## config.mk

```make
export PLATFORM = sky130hd
export DESIGN_NAME = nd_burst_mtest
export DESIGN_NICKNAME = d
export VERILOG_FILES = /design/src/rtl/nd_burst_mtest.sv
export SDC_FILE = /design/constraint.sdc
export NUM_CORES = 1
export LEC_CHECK = 0
export ABC_CLOCK_PERIOD_IN_PS = 2410
export BUFFER_PORTS_ARGS = -buffer_cell sky130_fd_sc_hd__buf_4
export CORE_ASPECT_RATIO = 1.25
export CORE_MARGIN = 3
export CORE_UTILIZATION = 50
export CTS_CLUSTER_SIZE = 12
export DETAILED_ROUTE_END_ITERATION = 10
export GPL_TIMING_DRIVEN = 0
export PLACE_DENSITY_LB_ADDON = 0.3
export SYNTH_ARGS = -nofsm -noshare
export SYNTH_HDL_FRONTEND = slang
export SYNTH_SLANG_ARGS = --single-unit
```

## constraint.sdc

```tcl
create_clock -name clk -period 2.41 [get_ports clk]
set_clock_uncertainty 0.2 [all_clocks]
set_input_delay 0.1205 -clock clk [delete_from_list [all_inputs] [get_ports clk]]
set_output_delay 0.1205 -clock clk [all_outputs]
set_load 0.1 [all_outputs]
```

## src/rtl/nd_burst_mtest.sv

```systemverilog
module nd_burst_mtest #(
  parameter int AW = 5,
  parameter int DW = 8,
  parameter int W  = 4
)(
  input  logic          clk,
  input  logic          rst_n,
  input  logic          test_en,
  input  logic          run_start,
  input  logic          fn_req,
  input  logic          fn_we,
  input  logic [AW-1:0] fn_addr,
  input  logic [DW-1:0] fn_wdata,
  output logic          fn_gnt,
  output logic [DW-1:0] fn_rdata,
  output logic          mem_ce,
  output logic          mem_we,
  output logic [AW-1:0] mem_addr,
  output logic [DW-1:0] mem_wdata,
  input  logic [DW-1:0] mem_rdata,
  output logic          tst_busy,
  output logic          tst_fail,
  output logic          tst_done,
  output logic [AW-1:0] fail_addr
);
  localparam int DEPTH = 1 << AW;
  localparam int IW = $clog2(W);
  localparam logic [AW-1:0] LAST_BASE = AW'(DEPTH - W);
  localparam logic [AW-1:0] STEP = AW'(W);
  localparam logic [IW-1:0] LAST_IDX = IW'(W - 1);

  typedef enum logic [2:0] {PH_SAVE, PH_WR0, PH_RD0, PH_WR1, PH_RD1, PH_RESTORE} phase_t;

  phase_t ph;
  logic busy, fail_q, done_q, ptr_clr, cap_v, chk_v;
  logic [IW-1:0] idx, cap_idx;
  logic [AW-1:0] base, chk_addr, fail_addr_q;
  logic [DW-1:0] chk_pat, eng_wdata;
  logic [DW-1:0] save_buf [W];

  wire go        = !busy && test_en && !fn_req;
  wire idx_last  = idx == LAST_IDX;
  wire burst_end = busy && ph == PH_RESTORE && idx_last;
  wire eng_rd    = ph == PH_SAVE || ph == PH_RD0 || ph == PH_RD1;
  wire [AW-1:0] eng_addr = base + AW'(idx);
  wire mismatch  = chk_v && mem_rdata != chk_pat;

  always_comb begin
    case (ph)
      PH_WR1:     eng_wdata = '1;
      PH_RESTORE: eng_wdata = save_buf[idx];
      default:    eng_wdata = '0;
    endcase
  end

  assign fn_gnt    = fn_req && !busy;
  assign fn_rdata  = mem_rdata;
  assign mem_ce    = busy || fn_req;
  assign mem_we    = busy ? !eng_rd : fn_we;
  assign mem_addr  = busy ? eng_addr : fn_addr;
  assign mem_wdata = busy ? eng_wdata : fn_wdata;
  assign tst_busy  = busy;
  assign tst_fail  = fail_q;
  assign tst_done  = done_q;
  assign fail_addr = fail_addr_q;

  always_ff @(posedge clk or negedge rst_n) begin
    if (!rst_n) begin
      busy <= 1'b0;
      ph   <= PH_SAVE;
      idx  <= '0;
    end else if (go) begin
      busy <= 1'b1;
      ph   <= PH_SAVE;
      idx  <= '0;
    end else if (busy) begin
      idx <= idx_last ? '0 : idx + 1'b1;
      if (idx_last) begin
        if (ph == PH_RESTORE) busy <= 1'b0;
        else ph <= phase_t'(ph + 3'd1);
      end
    end
  end

  always_ff @(posedge clk or negedge rst_n) begin
    if (!rst_n) begin
      base    <= '0;
      ptr_clr <= 1'b0;
      done_q  <= 1'b0;
    end else begin
      if (run_start && !busy) base <= '0;
      else if (burst_end) base <= (ptr_clr || run_start) ? '0 : base + STEP;

      if (burst_end) ptr_clr <= 1'b0;
      else if (run_start && busy) ptr_clr <= 1'b1;

      if (run_start) done_q <= 1'b0;
      else if (burst_end && !ptr_clr && base == LAST_BASE) done_q <= 1'b1;
    end
  end

  always_ff @(posedge clk or negedge rst_n) begin
    if (!rst_n) begin
      cap_v    <= 1'b0;
      chk_v    <= 1'b0;
      cap_idx  <= '0;
      chk_pat  <= '0;
      chk_addr <= '0;
    end else begin
      cap_v    <= busy && ph == PH_SAVE;
      chk_v    <= busy && (ph == PH_RD0 || ph == PH_RD1);
      cap_idx  <= idx;
      chk_pat  <= (ph == PH_RD1) ? '1 : '0;
      chk_addr <= eng_addr;
    end
  end

  always_ff @(posedge clk) begin
    if (cap_v) save_buf[cap_idx] <= mem_rdata;
  end

  always_ff @(posedge clk or negedge rst_n) begin
    if (!rst_n) begin
      fail_q      <= 1'b0;
      fail_addr_q <= '0;
    end else if (run_start) begin
      fail_q      <= 1'b0;
      fail_addr_q <= '0;
    end else if (mismatch && !fail_q) begin
      fail_q      <= 1'b1;
      fail_addr_q <= chk_addr;
    end
  end
endmodule


```

==> impl_metrics.toml <==
[status]
status = "finished clean"

[sta]
fin_setup_tns_ps = 0
finalHoldViolations = 0
maxSlewViolCount = 0
hold_ws_ps = 32.3
setup_viol = 0
rsz0062_at_grt = "false"
fin_crit_sh = 0.963
tightest_slew_ps = 832
fin_crit_ps = 2320
timing.fmax_mhz = 431
maxSlewHeadroom = 0.443

[die]
die_w_um = 71.2
dieArea_mm2 = 0.00623
num_io_pins = 59
rows = 29
start_util = 0.520
core-area_mm2 = 0.00512
die_h_um = 87.5

[cts]
tritoncts = "yes"
cts_root_buffer = "clkbuf_8"
insertion_delay_ps = 330
cts_buffer_depth = 2
clk_pin_slew_ps = 60
numCtsBuffers = 9
cts_sinks = 58
htreeDepth = 3
post-cts-setup-buffer-count = 0

[critical_path]
cp-endpoint = "mem_wdata[7]"
regToRegSetupSlack_ps = 540
crit_path_start = "ph[0]"
cp_data_required_time_ps = 2090
crit_path_end_kind = "output port"
regToRegEndpoint = "tst_busy"
start_kind = "flip-flop"
crit_path_max_fanout = 8
reg2reg_from = "tst_busy"
path_class = "flip-flop to output port"
r2r_cells = 5
cp.arrival_ps = 2000

[global_route]
use_met2 = 0.360
grt_usage = 0.212
grt.met1_usage = 0.248
grt_pass1_vias = 2040
grt_max_degree = 27
grt_antenna_before_repair = 0
grt_util_met3 = 0.0677
top_usage_layer = "met2"
grt_pass1_wl_um = 9780
grt_overflow_total = 0

[logic_synthesis]
ys_warn_count = 0
synth_edf_count = 32
ys_ff_latch = 58
async_flop_share = 0.448
synth_cell_types = 36
syn_area_mm2 = 0.00266
postSynthAreaPerCell_um2 = 12.8
synthFlopType = "edfxtp_1"
synth-seq-area-share = 0.606
synth.net_count = 243
synthCells = 207

[detailed_routing]
routed_wl_um = 6100
vias_per_cell = 5.39
post-route-drc-count = 0
dr_total_vias = 1912
drtPass1Iterations = 4
wl_per_cell_um = 17.2
dr.first_iter.drc_count = 128
ant_nets = 0

[layout]
num_antenna_cells = 0
area_growth_pct = 36.1
drive_gt1_frac = 0.392
finalNetCount = 324
nFillCells = 356
layout.cells.non_filler = 355

[placed_design]
place.gp.congestion = 0.774
hpwl_um = 4080
portBuffers = 58
dp.cells = 327

[min_path]
hp-class = "primary input to asynchronous set/reset pin"

[run]
drv_cap = 0
-- synthesized netlist by cell type, drive strengths merged (2+ instances only) --
library cell	instances	share of area
a21oi	21	0.040
nand3	5	0.0094
mux2	6	0.025
nand2	10	0.014
nand4	2	0.0047
and2	3	0.0071
mux4	8	0.068
a31oi	2	0.0047
mux2i	5	0.019
ha	9	0.042
o21ai	5	0.0094
and3	2	0.0047
dfrtp	26	0.24
edfxtp	32	0.36
clkbuf	8	0.011
inv	6	0.0085
nor3	3	0.0056
nand2b	10	0.024
nor2	19	0.027
buf	11	0.032
-- final cells by class --
type	instances	area, µm²	share of cell area
Clock inverter	7	108	0.0297
Clock buffer	9	124	0.0342
Inverter	6	22.5	0.00622
Multi-Input combinational cell	124	963	0.266
Tap cell	62	77.6	0.0214
Buffer	19	128	0.0353
Sequential cell	58	1610	0.446
Timing Repair Buffer	70	582	0.161
-- worst max-delay path, cell delays in order (launching register included) --
cell      delay (ps)
dfrtp_1          420
ha_1             170
ha_1             150
clkbuf_1         360
a21oi_1          160
a21oi_4          170
buf_6            230
-- cell families after synthesis --
group	count (synthesis)	synth area share
simple gates	61	0.115
flops	58	0.606
compound gates	32	0.0649
buf+inv	25	0.0513
mux	19	0.112
fa+ha+maj	9	0.0424
xor+xnor	2	0.00659
other cells	1	0.00141
-- routing by layer --
metal | up-vias | share of wire
met2 | 56 | 0.53
met3 | 13 | 0.051
li1 | 897 | -
met5 | - | 0
met4 | 0 | 0.025
met1 | 946 | 0.40
-- cells in the final DEF, fill, tap and decap left out, types with 9 or more instances in the layout --
cell	count
buf_4	59
clkbuf_8	9
ha_1	9
edfxtp_1	32
nand2_1	10
nor2_1	18
a21oi_1	13
dlygate4sd3_1	12
nand2b_1	10
buf_6	9
dfrtp_1	24
-- worst min path at each step --
stage	start	endpoint	slack, ps
after floorplan	rst_n	base[2]	-380
after global placement	rst_n	fail_addr[4]	-150
after detailed placement	rst_n	fail_addr[0]	-150
after CTS	rst_n	fail_addr[2]	30
after global routing	rst_n	idx[1]	50
final	rst_n	fail_addr[0]	30
-- what timing repair did --
action,CTS,global route
setup endpoints to repair,8,9
hold buffers,12,0
hold endpoints to repair,68,0
resized for setup,4,13
gates cloned,0,0
-- registers in the layout, indices dropped and copies added (netlist names) --
register   cells
base           3
cap_idx        2
cap_v          1
chk_addr       4
chk_pat        1
chk_v          1
fail_addr      5
idx            2
ph             3
ptr_clr        1
save_buf      32
tst_busy       1
tst_done       1
tst_fail       1
-- per-stage QoR --
| stage | worst slack [ps] | utilization | cell area, µm² |
|---|---|---|---|
| 2_1_floorplan | -108 | - | 2710 |
| 6_report | 90.1 | 0.707 | 3620 |
| 3_3_place_gp | 173 | 0.629 | 3220 |
| 5_1_grt | 5.52 | 0.707 | 3620 |
| 3_5_place_dp | 115 | 0.629 | 3220 |
| 4_1_cts | 0.600 | 0.700 | 3580 |
Power is left out: the tool's default activity adds up to more than one toggle a clock period on the data nets, which glitch-free logic cannot reach.
